$ cat config.mk
export PLATFORM = sky130hd
export DESIGN_NAME = spi_reg_core
export DESIGN_NICKNAME = d
export VERILOG_FILES = /design/src/rtl/spi_reg_pkg.sv /design/src/rtl/spi_in_sync.sv /design/src/rtl/spi_baud_gen.sv /design/src/rtl/spi_shift_engine.sv /design/src/rtl/spi_reg_core.sv
export SDC_FILE = /design/constraint.sdc
export NUM_CORES = 1
export LEC_CHECK = 0
export ABC_AREA = 0
export CAP_MARGIN = 40
export CORE_MARGIN = 3
export CORE_UTILIZATION = 60
export CTS_CLUSTER_DIAMETER = 150
export CTS_CLUSTER_SIZE = 24
export DETAILED_ROUTE_END_ITERATION = 8
export DONT_BUFFER_PORTS = 1
export PLACE_DENSITY = 0.79
export SYNTH_ARGS = -nofsm -noshare
export SYNTH_HDL_FRONTEND = slang
export SYNTH_SLANG_ARGS = --single-unit
$ cat constraint.sdc
create_clock -name clk -period 5.26 [get_ports clk]
set_input_delay 1.052 -clock clk [delete_from_list [all_inputs] [get_ports clk]]
set_output_delay 1.052 -clock clk [all_outputs]
set_load 0.02 [all_outputs]
$ cat src/rtl/spi_reg_pkg.sv
package spi_reg_pkg;
   typedef enum logic [1:0] {
      REG_CTRL = 2'd0,
      REG_BAUD = 2'd1,
      REG_STAT = 2'd2,
      REG_DATA = 2'd3
   } reg_sel_e;

   localparam int CTRL_EN_BIT   = 6;
   localparam int CTRL_MSTR_BIT = 4;
   localparam int CTRL_CPOL_BIT = 3;
   localparam int CTRL_CPHA_BIT = 2;
   localparam int BAUD_PRE_LSB  = 4;
   localparam int BAUD_POW_LSB  = 0;
   localparam int STAT_TXE_BIT  = 0;
   localparam int STAT_RXF_BIT  = 1;
endpackage

$ cat src/rtl/spi_in_sync.sv
module spi_in_sync #(
   parameter int             W       = 1,
   parameter int             STAGES  = 2,
   parameter logic [W-1:0]   RST_VAL = '0
) (
   input  logic         clk,
   input  logic         rst_n,
   input  logic [W-1:0] d,
   output logic [W-1:0] q
);
   logic [W-1:0] stage_q [STAGES];

   generate
      for (genvar i = 0; i < STAGES; i++) begin : g_stage
         if (i == 0) begin : g_first
            always_ff @(posedge clk or negedge rst_n)
               if (!rst_n) stage_q[0] <= RST_VAL;
               else        stage_q[0] <= d;
         end else begin : g_next
            always_ff @(posedge clk or negedge rst_n)
               if (!rst_n) stage_q[i] <= RST_VAL;
               else        stage_q[i] <= stage_q[i-1];
         end
      end
   endgenerate

   assign q = stage_q[STAGES-1];
endmodule

$ cat src/rtl/spi_baud_gen.sv
module spi_baud_gen #(
   parameter int PRE_W   = 3,
   parameter int POW_W   = 4,
   parameter int POW_MAX = 8
) (
   input  logic             clk,
   input  logic             rst_n,
   input  logic             run,
   input  logic [PRE_W-1:0] pre,
   input  logic [POW_W-1:0] pow,
   output logic             tick
);
   localparam int CNT_W = PRE_W + POW_MAX + 1;

   logic [POW_W-1:0] shamt;
   logic [CNT_W-1:0] half;
   logic [CNT_W-1:0] cnt_q;

   always_comb begin
      shamt = (pow > POW_W'(POW_MAX)) ? POW_W'(POW_MAX) : pow;
      half  = (CNT_W'(pre) + CNT_W'(1)) << shamt;
   end

   assign tick = run && (cnt_q == half - CNT_W'(1));

   always_ff @(posedge clk or negedge rst_n)
      if (!rst_n)    cnt_q <= '0;
      else if (!run) cnt_q <= '0;
      else if (tick) cnt_q <= '0;
      else           cnt_q <= cnt_q + CNT_W'(1);
endmodule

$ cat src/rtl/spi_shift_engine.sv
module spi_shift_engine #(
   parameter int W = 8
) (
   input  logic         clk,
   input  logic         rst_n,
   input  logic         clr,
   input  logic         load,
   input  logic [W-1:0] load_byte,
   input  logic         step,
   input  logic         cpha,
   input  logic         sin,
   output logic         sout,
   output logic [W-1:0] rx_byte,
   output logic         done,
   output logic         idle
);
   localparam int CNT_W = $clog2(2 * W);
   localparam logic [CNT_W-1:0] LAST = CNT_W'(2 * W - 1);

   logic [W-1:0]     tx_q, rx_q;
   logic [CNT_W-1:0] cnt_q;
   logic             lead, sample;

   assign lead   = ~cnt_q[0];
   assign sample = lead ^ cpha;
   assign sout   = tx_q[W-1];
   assign idle   = (cnt_q == '0);

   always_ff @(posedge clk or negedge rst_n) begin
      if (!rst_n) begin
         tx_q    <= '0;
         rx_q    <= '0;
         cnt_q   <= '0;
         rx_byte <= '0;
         done    <= 1'b0;
      end else begin
         done <= 1'b0;
         if (load) begin
            tx_q  <= load_byte;
            cnt_q <= '0;
         end else if (clr) begin
            cnt_q <= '0;
         end else if (step) begin
            if (sample)              rx_q <= {rx_q[W-2:0], sin};
            else if (cnt_q != '0)    tx_q <= {tx_q[W-2:0], 1'b0};
            if (cnt_q == LAST) begin
               cnt_q   <= '0;
               done    <= 1'b1;
               rx_byte <= sample ? {rx_q[W-2:0], sin} : rx_q;
            end else begin
               cnt_q <= cnt_q + CNT_W'(1);
            end
         end
      end
   end
endmodule

$ cat src/rtl/spi_reg_core.sv
module spi_reg_core
   import spi_reg_pkg::*;
#(
   parameter int FRAME_W     = 8,
   parameter int PRE_W       = 3,
   parameter int POW_W       = 4,
   parameter int POW_MAX     = 8,
   parameter int SYNC_STAGES = 2
) (
   input  logic         clk,
   input  logic         rst_n,
   input  logic         reg_wr,
   input  logic         reg_rd,
   input  logic [1:0]   reg_addr,
   input  logic [7:0]   reg_wdata,
   output logic [7:0]   reg_rdata,
   output logic         sclk_o,
   output logic         sclk_oe,
   input  logic         sclk_i,
   output logic         mosi_o,
   output logic         mosi_oe,
   input  logic         mosi_i,
   output logic         miso_o,
   output logic         miso_oe,
   input  logic         miso_i,
   input  logic         ss_n_i
);
   generate
      if (FRAME_W != 8) begin : g_bad_frame
         $error("spi_reg_core: FRAME_W must be 8");
      end
      if (BAUD_PRE_LSB + PRE_W > 7) begin : g_bad_pre
         $error("spi_reg_core: prescaler field overflows the baud register");
      end
      if (POW_W > BAUD_PRE_LSB || POW_MAX >= (1 << POW_W)) begin : g_bad_pow
         $error("spi_reg_core: power-of-two field does not fit");
      end
      if (SYNC_STAGES < 2) begin : g_bad_sync
         $error("spi_reg_core: at least two synchronizer stages needed");
      end
   endgenerate

   reg_sel_e sel;
   assign sel = reg_sel_e'(reg_addr);

   logic               en_q, mstr_q, cpol_q, cpha_q;
   logic [PRE_W-1:0]   pre_q;
   logic [POW_W-1:0]   pow_q;
   logic [FRAME_W-1:0] txbuf_q, rxdata_q;
   logic               tx_empty_q, rx_full_q;
   logic               busy_q, lvl_q, sclk_d_q;

   logic               sclk_s, mosi_s, ss_n_s;
   logic               tick, eng_done, eng_idle, eng_sout;
   logic [FRAME_W-1:0] eng_rx;
   logic               wr_data, rd_data, slv_act;
   logic               m_step, sl_step, step, m_load, s_load, eng_clr;

   spi_in_sync #(.W(3), .STAGES(SYNC_STAGES), .RST_VAL(3'b001)) u_sync (
      .clk   (clk),
      .rst_n (rst_n),
      .d     ({sclk_i, mosi_i, ss_n_i}),
      .q     ({sclk_s, mosi_s, ss_n_s})
   );

   spi_baud_gen #(.PRE_W(PRE_W), .POW_W(POW_W), .POW_MAX(POW_MAX)) u_baud (
      .clk   (clk),
      .rst_n (rst_n),
      .run   (busy_q),
      .pre   (pre_q),
      .pow   (pow_q),
      .tick  (tick)
   );

   assign wr_data = reg_wr && (sel == REG_DATA);
   assign rd_data = reg_rd && (sel == REG_DATA);
   assign slv_act = en_q & ~mstr_q;
   assign m_step  = busy_q & tick & ~eng_done;
   assign sl_step = slv_act & ~ss_n_s & (sclk_s ^ sclk_d_q);
   assign step    = mstr_q ? m_step : sl_step;
   assign m_load  = en_q & mstr_q & ~busy_q & ~tx_empty_q;
   assign s_load  = slv_act & ~tx_empty_q & eng_idle & ~sl_step;
   assign eng_clr = ~en_q | (~mstr_q & ss_n_s);

   spi_shift_engine #(.W(FRAME_W)) u_eng (
      .clk       (clk),
      .rst_n     (rst_n),
      .clr       (eng_clr),
      .load      (m_load | s_load),
      .load_byte (txbuf_q),
      .step      (step),
      .cpha      (cpha_q),
      .sin       (mstr_q ? miso_i : mosi_s),
      .sout      (eng_sout),
      .rx_byte   (eng_rx),
      .done      (eng_done),
      .idle      (eng_idle)
   );

   always_ff @(posedge clk or negedge rst_n) begin
      if (!rst_n) begin
         en_q   <= 1'b0;
         mstr_q <= 1'b0;
         cpol_q <= 1'b0;
         cpha_q <= 1'b0;
         pre_q  <= '0;
         pow_q  <= '0;
      end else if (reg_wr) begin
         if (sel == REG_CTRL) begin
            en_q   <= reg_wdata[CTRL_EN_BIT];
            mstr_q <= reg_wdata[CTRL_MSTR_BIT];
            cpol_q <= reg_wdata[CTRL_CPOL_BIT];
            cpha_q <= reg_wdata[CTRL_CPHA_BIT];
         end
         if (sel == REG_BAUD) begin
            pre_q <= reg_wdata[BAUD_PRE_LSB +: PRE_W];
            pow_q <= reg_wdata[BAUD_POW_LSB +: POW_W];
         end
      end
   end

   always_ff @(posedge clk or negedge rst_n) begin
      if (!rst_n) begin
         txbuf_q    <= '0;
         tx_empty_q <= 1'b1;
         rx_full_q  <= 1'b0;
         rxdata_q   <= '0;
      end else begin
         if (m_load | s_load) begin
            tx_empty_q <= 1'b1;
         end else if (wr_data && tx_empty_q) begin
            tx_empty_q <= 1'b0;
            txbuf_q    <= reg_wdata;
         end
         if (eng_done) begin
            rx_full_q <= 1'b1;
            rxdata_q  <= eng_rx;
         end else if (rd_data) begin
            rx_full_q <= 1'b0;
         end
      end
   end

   always_ff @(posedge clk or negedge rst_n) begin
      if (!rst_n) begin
         busy_q   <= 1'b0;
         lvl_q    <= 1'b0;
         sclk_d_q <= 1'b0;
      end else begin
         sclk_d_q <= sclk_s;
         if (~en_q | ~mstr_q) busy_q <= 1'b0;
         else if (m_load)     busy_q <= 1'b1;
         else if (eng_done)   busy_q <= 1'b0;
         if (~en_q | ~mstr_q | ~busy_q) lvl_q <= 1'b0;
         else if (m_step)               lvl_q <= ~lvl_q;
      end
   end

   always_comb begin
      reg_rdata = '0;
      unique case (sel)
         REG_CTRL: begin
            reg_rdata[CTRL_EN_BIT]   = en_q;
            reg_rdata[CTRL_MSTR_BIT] = mstr_q;
            reg_rdata[CTRL_CPOL_BIT] = cpol_q;
            reg_rdata[CTRL_CPHA_BIT] = cpha_q;
         end
         REG_BAUD: begin
            reg_rdata[BAUD_PRE_LSB +: PRE_W] = pre_q;
            reg_rdata[BAUD_POW_LSB +: POW_W] = pow_q;
         end
         REG_STAT: begin
            reg_rdata[STAT_TXE_BIT] = tx_empty_q;
            reg_rdata[STAT_RXF_BIT] = rx_full_q;
         end
         default: reg_rdata = rxdata_q;
      endcase
   end

   assign sclk_o  = cpol_q ^ lvl_q;
   assign sclk_oe = en_q & mstr_q;
   assign mosi_o  = eng_sout;
   assign mosi_oe = en_q & mstr_q;
   assign miso_o  = eng_sout;
   assign miso_oe = slv_act & ~ss_n_i;
endmodule

== Yosys cells after proc, flatten, opt, wreduce, memory -nomap -nowiden ==
Cells that the tools add are included.

* Flip-flop bits (word level): 79
* Bits in latches: 0
* Bits in writable memories: 0
* ROM bits: 0
* Logic and storage cells: 121
* Memories: 0

* $add $sub $neg: 4
* Multiply operators: 0
* Div/mod/pow operators: 0
* Magnitude comparators: 1
* Equality and inequality tests: 7
* Shift-type cells: 1
* Muxes and demuxes: 33
* Bitwise gates (word level): 32
* Reduce and logical (&&, ||, !) cells: 22

{| class="wikitable"
|+ Operator list
! cell !! count
|-
| 8-bit two-way mux || 6
|-
| 12-bit two-way mux || 2
|-
| 4-bit two-way mux || 5
|-
| 1-bit two-way mux || 16
|-
| 1-bit AND || 13
|-
| 12-bit by 1-bit adder with 12-bit output, second input constant || 1
|-
| 12-bit == test || 1
|-
| 1-bit inverter || 12
|-
| 12-bit by 4-bit << shifter with 12-bit output || 1
|-
| 12-bit by 1-bit subtractor with 12-bit output, second input constant || 1
|-
| 2-bit nonzero test || 5
|-
| 3-bit one-hot mux with 3 select lines || 1
|-
| 4-bit AND reduction || 2
|-
| 2-bit one-hot mux with 3 select lines || 1
|-
| 2-bit AND reduction || 3
|-
| 3-bit nonzero test || 2
|-
| 3-bit by 1-bit adder with 4-bit output, second input constant || 1
|-
| 4-bit by 1-bit adder with 4-bit output, second input constant || 1
|-
| 2-bit == test, second input constant || 2
|-
| 4-bit == test, second input constant || 1
|-
| 4-bit greater-than comparator, second input constant || 1
|-
| 1-bit logical AND || 4
|-
| 4-bit logical NOT || 1
|-
| 2-bit by 1-bit inequality test with 1-bit output, second input constant || 2
|-
| 10 further kinds || 15
|}

== Depth between registers and ports, before layout ==
Gate-level depths: netlist (run 1).

* Depth after elaboration: 12
* Depth in mapped cells: 15
* Depth with buffers taken out: 12

== By module ==
A second synthesis (run 1) with hierarchy kept.

* Cells, all modules: 432
* Area, all modules: 4759.6 um^2

{| class="wikitable"
|+ Modules (own cells, without submodules)
! module !! times used !! cells each !! area each (um^2)
|-
| spi_baud_gen || 1 || 196 || 1664.1
|-
| spi_reg_core || 1 || 107 || 1487.7
|-
| spi_shift_engine || 1 || 120 || 1432.6
|-
| spi_in_sync || 1 || 9 || 175.2
|}

== Least setup slack after synthesis (run 1) ==
Ideal clock, no wire load.

* Path kind: register to register
* Start point: reg pre_q[1]
* End point: reg u_eng.rx_byte[0]
* Setup time: 0.127 ns
* Arrival time: 3.117 ns
* Setup slack: 2.015 ns
* Stages on the path, launching flop included: 13
* Cells stage by stage: dfrtp_1 -> ha_1 -> or3b_1 -> o211a_2 -> o31a_1 -> a2111oi_4 -> xor2_1 -> a21oi_1 -> o2111ai_2 -> o21bai_2 -> buf_4 -> nand2_1 -> mux2_1

* Cells in the longest elaborated chain, start to end: 9

{| class="wikitable"
|+ Ends and longest elaborated chain
! item !! line !! text
|-
| from (decl) || spi_reg_core.sv:47 || <nowiki>logic [PRE_W-1:0] pre_q;</nowiki>
|-
| from (signal assigned) || spi_reg_core.sv:116 || <nowiki>pre_q <= reg_wdata[BAUD_PRE_LSB +: PRE_W];</nowiki>
|-
| 3-bit by 1-bit adder with 4-bit output || spi_baud_gen.sv:21 || <nowiki>half = (CNT_W'(pre) + CNT_W'(1)) << shamt;</nowiki>
|-
| 12-bit by 4-bit << shifter with 12-bit output || spi_baud_gen.sv:21 ||
|-
| 12-bit by 1-bit subtractor with 12-bit output || spi_baud_gen.sv:24 || <nowiki>assign tick = run && (cnt_q == half - CNT_W'(1));</nowiki>
|-
| 12-bit == test || spi_baud_gen.sv:24 ||
|-
| 1-bit logical AND || spi_baud_gen.sv:24 ||
|-
| 1-bit AND (2 in a row) || spi_reg_core.sv:78 || <nowiki>assign m_step = busy_q & tick & ~eng_done;</nowiki>
|-
| 1-bit two-way mux || spi_reg_core.sv:80 || <nowiki>assign step = mstr_q ? m_step : sl_step;</nowiki>
|-
| 4-bit AND reduction (no source line) || -- ||
|-
| to (signal assigned) || spi_shift_engine.sv:49 || <nowiki>rx_byte <= sample ? {rx_q[W-2:0], sin} : rx_q;</nowiki>
|-
| to (decl) || spi_shift_engine.sv:13 || <nowiki>output logic [W-1:0] rx_byte,</nowiki>
|}

Every way passes these cells.
A chain may end at the register's enable or synchronous reset.

== Worst setup path in the final report (run 1) ==
* Start point: reg pre_q[0]
* End point: reg u_eng.rx_q[5]

* Cells in the longest elaborated chain, start to end: 9

{| class="wikitable"
|+ Ends and longest elaborated chain
! item !! line !! text
|-
| 3-bit by 1-bit adder with 4-bit output || spi_baud_gen.sv:21 ||
|-
| 12-bit by 4-bit << shifter with 12-bit output || spi_baud_gen.sv:21 ||
|-
| 12-bit by 1-bit subtractor with 12-bit output || spi_baud_gen.sv:24 ||
|-
| 12-bit == test || spi_baud_gen.sv:24 ||
|-
| 1-bit logical AND || spi_baud_gen.sv:24 ||
|-
| 1-bit AND (2 in a row) || spi_reg_core.sv:78 ||
|-
| 1-bit two-way mux || spi_reg_core.sv:80 ||
|-
| 3-bit AND reduction (no source line) || -- ||
|-
| to (signal assigned) || spi_shift_engine.sv:44 || <nowiki>if (sample) rx_q <= {rx_q[W-2:0], sin};</nowiki>
|-
| to (decl) || spi_shift_engine.sv:20 || <nowiki>logic [W-1:0] tx_q, rx_q;</nowiki>
|}

Every way passes these cells.

==> impl_metrics.env, run 1 <==
export IMPL_cp_top_family="compound AO/OA/AOI/OAI gates"
export IMPL_netlist_area_leader_share_pct=43.8
export IMPL_cts_buffers=9
export IMPL_power_frac_clock_pct=24.8
export IMPL_crit_arrival_ns=4.40
export IMPL_setup_tns_ns=0
export IMPL_synthCells=420
export IMPL_path_cells="ha_1, or3b_1, o211a_2, o31a_1, a2111oi_4, xor2_1, a21oi_1, o2111ai_2, o21bai_2, nand3_2, mux2_2"
export IMPL_end_kind="register"
export IMPL_clk_pin_slew_ns=0.08
export IMPL_diodes=0
export IMPL_max_cap_violations=0
export IMPL_synth_area_um2=4340
export IMPL_hold_viol_final=0
export IMPL_root_buffer="clkbuf_8"
export IMPL_power_mw=1.76
export IMPL_dieHeight_um=91.0
export IMPL_final_setup_worst_slack_ns=1.09
export IMPL_cp_max_fo=17
export IMPL_synth_most_common_cell="dfrtp_1"
export IMPL_drtIter0Drc=202
export IMPL_start_kind="register"
export IMPL_vias=3174
export IMPL_syn2layout_area_growth_pct=5.28
export IMPL_status="finished, final reports clean"
export IMPL_min_from="u_sync.stage_q[3]$_DFF_PN1_"
export IMPL_synth_cell_types=59
export IMPL_pre_cts_ws_ns=1.13
export IMPL_worstSkewPairLatency_ns=0.35
export IMPL_synth_net_count=443
export IMPL_cts_tree="yes"
export IMPL_drv_slew=0
export IMPL_synth_enable_flop_cells=0
export IMPL_fin_cells=512
export IMPL_place_congestion=0.881
export IMPL_dr_pass1_iters=5
export IMPL_holdBufCountCts=0
export IMPL_cts_setup_buffers=0
export IMPL_setup_viol=0
export IMPL_post_cts_resized=0
export IMPL_relSlewSlack_pct=44.1
export IMPL_dpl_hpwl_um=6690
export IMPL_ctsHtreeMaxLevel=3
export IMPL_fp_dieW_um=91.0
export IMPL_worstSetupPathDepth=11
export IMPL_critPathBufInv=0
export IMPL_fin_util_pct=66.1
export IMPL_start_util_pct=62.8
export IMPL_critPathLaunch="pre_q[0]$_DFFE_PN0P_"
export IMPL_vdd_ir_drop_max_mv=0.280
export IMPL_viasPerCell=6.20
export IMPL_ys_seq_area_share_pct=45.7
export IMPL_critical_path_slowest_cell="o21bai_2"
export IMPL_rows=30
export IMPL_overflow=0
export IMPL_route_detailed_drc=0
export IMPL_grt_pass1_wl_um=15000
export IMPL_tightest_slew_ns=0.836
export IMPL_antenna_found_initial=0
export IMPL_num_io_pins=32
export IMPL_drive_above_1_share_pct=14.9
export IMPL_die_area_um2=8290
export IMPL_fin_skew_ns=0.00968
export IMPL_ant_nets=0
export IMPL_synth_area_leaders="dfrtp_1, mux2_2, mux2i_1, xnor2_1, xor2_1"
export IMPL_power_leakage_nw=2.01
export IMPL_track_usage_pct=22.7
export IMPL_cts_sinks=79
export IMPL_port_buffers=0
export IMPL_reg2reg_depth=11
export IMPL_post_route_min_period_ns=4.17
export IMPL_hold_path_class="reg2reg"
export IMPL_wl_per_cell_um=17.8
export IMPL_crit_required_ns=5.49
export IMPL_intPower_mw=1.17
export IMPL_grt_max_degree=80
export IMPL_async_flop_share_pct=100
export IMPL_nNetsFinal=435
export IMPL_criticalPathCategory="reg2reg"
export IMPL_synth_area_per_cell_um2=10.3
export IMPL_ys_ff_latch=79
export IMPL_ys_flop_type="dfrtp_1"
export IMPL_core_area_um2=6910
export IMPL_comb_power_share_pct=29.1
export IMPL_finalWirelength_um=9110
export IMPL_grt_pass1_vias=3013
export IMPL_synth_warning_count=0
export IMPL_dpl_cell_count=497
export IMPL_yosys_area_top_type="dfrtp_1"
export IMPL_swShare_pct=33.4
export IMPL_synthTopCellsByCount="dfrtp_1, mux2_2, nand2_1"
export IMPL_p_switching_uw=588
export IMPL_rsz0062_at_grt="false"
export IMPL_fin_crit_sh_pct=79.3
export IMPL_crit_path_max_incr_delay_ns=0.64
export IMPL_clk_path_buf_depth=2
export IMPL_powerDensity_nw_per_um2=385
export IMPL_reg2reg_from="pre_q[0]$_DFFE_PN0P_"
export IMPL_fmax_ghz=0.240
export IMPL_hold_depth=0
export IMPL_power_frac_seq_pct=46.0
-- power groups by stage --
stage	clock, mW	sequential [mW]	combinational (mW)
final	0.437	0.810	0.512
after global routing	0.474	0.825	0.561
after CTS	0.447	0.810	0.510
after detailed placement	0	0.820	0.508
after global placement	0	0.815	0.500
after floorplan	0	0.769	0.458
-- worst paths after layout --
path                                                   to  slack [ns]
max in group asynchronous          tx_empty_q$_DFFE_PN1P_        4.65
worst min-delay path                u_sync.q[0]$_DFF_PN1_        0.36
worst min register to register      u_sync.q[0]$_DFF_PN1_        0.36
min in group asynchronous       u_baud.cnt_q[1]$_DFF_PN0_        0.39
worst max-delay path            u_eng.rx_q[5]$_DFFE_PN0P_        1.09
worst max register to register  u_eng.rx_q[5]$_DFFE_PN0P_        1.09
-- layer usage --
metal	share of wire [%]	up-vias	global-route usage (%)	wire length (um)
met5	0	-	0	0
met4	2.4	0	9.55	218
met3	4.0	20	2.98	360
met2	50	84	38.0	4600
met1	43	1573	29.8	3930
li1	-	1497	-	-
-- layout by cell type, fill, tap and decap left out, types with 10 or more instances in the layout --
cell,n
dfrtp_1,76
mux2_2,35
nand2_1,33
nor2_1,27
a21oi_1,26
mux2i_1,17
xnor2_1,16
xor2_1,15
nand3_1,13
o21ai_0,11
inv_1,10
clkbuf_8,10
-- area by class of cell --
| cell class | instances | area, um2 |
|---|---|---|
| Tap cell | 96 | 120 |
| Multi-Input combinational cell | 309 | 2220 |
| Timing Repair Buffer | 3 | 22.5 |
| Sequential cell | 79 | 1980 |
| Fill cell | 563 | 2340 |
| Inverter | 10 | 37.5 |
| Clock buffer | 12 | 145 |
| Clock inverter | 3 | 43.8 |
-- worst reg2reg max path, cell delays in order, from the launching register on --
cell and delay, ns:
dfrtp_1 0.50, ha_1 0.43, or3b_1 0.37, o211a_2 0.15, o31a_1 0.35, a2111oi_4 0.43
xor2_1 0.12, a21oi_1 0.16, o2111ai_2 0.20, o21bai_2 0.64, nand3_2 0.33, mux2_2 0.37
-- logic make-up (layout without fill, tap and decap cells) --
kind of cell	count (synthesis)	count (layout)	synth area share (%)
simple gates	132	132	15.7
flops	79	79	45.7
mux	54	54	13.5
compound gates	87	87	14.2
fa+ha+maj	5	5	1.44
buf+inv	32	28	3.23
xor+xnor	31	31	6.26
-- metrics by stage --
stage | hold WS [ns] | instance area (um2)
finish | 0.359 | 4570
global route | 0.366 | 4570
CTS | 0.360 | 4570
detailed placement | 0.348 | 4380
global placement | 0.338 | 4380
floorplan | 0.331 | 4340
-- flip-flops by register name, summed over array words and instances (netlist names), 4 cells and up --
signal	flops
u_baud.cnt_q	12
rxdata_q	8
txbuf_q	8
u_eng.rx_byte	8
u_eng.rx_q	8
u_eng.tx_q	8
pow_q	4
u_eng.cnt_q	4
(Power assumes the default switching activity.)
==> run 2, diff against run 1 <==
==> constraint.sdc (replaced) <==
create_clock -name clk -period 4.3 [get_ports clk]
set_input_delay 0.86 -clock clk [delete_from_list [all_inputs] [get_ports clk]]
set_output_delay 0.86 -clock clk [all_outputs]
set_load 0.02 [all_outputs]
==> run 2 against run 1 <==
Compared with the run above:
- maximum frequency increased by 8.1%
- worst hold slack got worse by 0.15 ns
- power increased by 22%
- clock skew decreased by 0.0048 ns
- critical path depth unchanged
- global-route usage about the same
- clock-buffer cell count decreased by 2
- critical endpoint is now u_eng.rx_q[7]$_DFFE_PN0P_
- highest routed layer unchanged
==> impl_metrics.env, run 2 (same netlist as run 1, synthesis figures left out) <==
export IMPL_status="finished, final reports clean"
export IMPL_cts_buffers=9
export IMPL_power_leakage_nw=2.02
export IMPL_relSlewSlack_pct=51.2
export IMPL_critical_path_slowest_cell="o21bai_2"
export IMPL_finalWirelength_um=8970
export IMPL_start_util_pct=62.8
export IMPL_core_area_um2=6910
export IMPL_dieHeight_um=91.0
export IMPL_wl_per_cell_um=17.4
export IMPL_track_usage_pct=22.8
export IMPL_fill_cells=561
export IMPL_drive_above_1_share_pct=15.8
export IMPL_max_cap_violations=0
export IMPL_setup_tns_ns=0
export IMPL_die_area_um2=8290
export IMPL_viasPerCell=6.09
export IMPL_powerDensity_nw_per_um2=467
export IMPL_seqCellArea_um2=1980
export IMPL_port_buffers=0
export IMPL_cts_sinks=79
export IMPL_path_cells="ha_1, or3b_1, o211a_2, o31a_1, a2111oi_4, xor2_1, a21oi_1, o2111ai_2, o21bai_2, nand3_2, mux2_2"
export IMPL_vdd_ir_drop_max_mv=0.338
export IMPL_fin_util_pct=66.4
export IMPL_rows=30
export IMPL_criticalPathCategory="reg2reg"
export IMPL_cp_top_family="compound AO/OA/AOI/OAI gates"
export IMPL_start_kind="register"
export IMPL_fin_skew_ns=0.00486
export IMPL_nNetsFinal=438
export IMPL_largest_reg_flops=12
export IMPL_holdWs_ns=0.207
export IMPL_grt_pass1_wl_um=15000
export IMPL_vias=3129
export IMPL_reg2reg_slack_ns=0.44
export IMPL_critPathBufInv=0
export IMPL_dpl_cell_count=500
export IMPL_fin_crit_sh_pct=89.7
export IMPL_largest_register="u_baud.cnt_q"
export IMPL_syn2layout_area_growth_pct=5.71
export IMPL_crit_arrival_ns=4.09
export IMPL_fp_dieW_um=91.0
export IMPL_crit_required_ns=4.53
export IMPL_cts_setup_buffers=0
export IMPL_most_common_layout_cells="dfrtp_1, mux2_2, nand2_1"
export IMPL_route_detailed_drc=0
export IMPL_final_common_cell="dfrtp_1"
export IMPL_overflow=0
export IMPL_end_kind="register"
export IMPL_rsz0062_at_grt="false"
export IMPL_worstSkewPairLatency_ns=0.34
export IMPL_root_buffer="clkbuf_8"
export IMPL_hold_viol_final=0
export IMPL_hold_path_class="in2async"
export IMPL_fin_cells=514
export IMPL_drtIter0Drc=198
export IMPL_diodes=0
export IMPL_setup_viol=0
export IMPL_crit_path_max_incr_delay_ns=0.51
export IMPL_clk_pin_slew_ns=0.07
export IMPL_cp_max_fo=12
export IMPL_num_io_pins=32
export IMPL_drv_slew=0
export IMPL_grt_pass1_vias=3069
export IMPL_ctsHtreeMaxLevel=3
export IMPL_dpl_hpwl_um=6550
export IMPL_post_route_min_period_ns=3.86
export IMPL_antenna_found_initial=0
export IMPL_place_congestion=0.978
export IMPL_cts_tree="yes"
export IMPL_ant_nets=0
export IMPL_dr_pass1_iters=4
export IMPL_clk_path_buf_depth=2
export IMPL_grt_max_degree=80
export IMPL_post_cts_resized=0
export IMPL_holdBufCountCts=0
export IMPL_fmax_ghz=0.259
export IMPL_tightest_slew_ns=0.725
export IMPL_multiInputGateArea_um2=2220
==> run 2: layout make-up <==
| class | count | area share [%] |
|---|---|---|
| inverters | 10 | 0.819 |
| repair buffers | 6 | 0.982 |
| multi-input cells | 309 | 48.3 |
| clock inverters | 4 | 1.04 |
| flip-flops and latches | 79 | 43.2 |
| clock buffers | 10 | 3.00 |
| well taps | 96 | 2.62 |
==> run 2: stage by stage <==
stage,cell area (um2),setup slack [ns],power [mW]
after CTS,4590,0.467,2.15
after detailed placement,4400,0.499,1.62
after global routing,4590,0.239,2.27
final,4590,0.444,2.14
after floorplan,4340,1.06,1.50
after global placement,4400,0.628,1.61
==> run 2: worst paths after layout <==
check                                               to                   startpoint  cells past startpoint
min                         u_baud.cnt_q[11]$_DFF_PN0_                        rst_n                      0
max reg2reg                  u_eng.rx_q[7]$_DFFE_PN0P_         pre_q[1]$_DFFE_PN0P_                     11
min in group clk                 u_sync.q[1]$_DFF_PN0_  u_sync.stage_q[4]$_DFF_PN0_                      0
max in group asynchronous  u_sync.stage_q[3]$_DFF_PN1_                        rst_n                      0
max                          u_eng.rx_q[7]$_DFFE_PN0P_         pre_q[1]$_DFFE_PN0P_                     11
min reg2reg                      u_sync.q[1]$_DFF_PN0_  u_sync.stage_q[4]$_DFF_PN0_                      0
==> run 2: report_power, final <==
| group | switching [mW] | internal [mW] |
|---|---|---|
| clock network | 0.247 | 0.275 |
| logic | 0.340 | 0.295 |
| registers | 0.123 | 0.861 |
==> run 2: worst register-to-register path: cells and delay by family (launching register included) <==
family,cells,cell delay (ns)
AO/OA/AOI/OAI,6,1.78
adder cells (fa/ha/maj),1,0.38
flip-flops,1,0.42
AND/OR/NAND/NOR,2,0.67
XOR/XNOR,1,0.12
multiplexers,1,0.36
==> run 2: routing by layer <==
metal	vias to the layer above	global-route usage (%)	routed length [um]
met2	63	38.1	4500
li1	1497	-	-
met5	-	0	0
met4	0	8.42	216
met1	1548	28.8	3910
met3	21	5.22	345
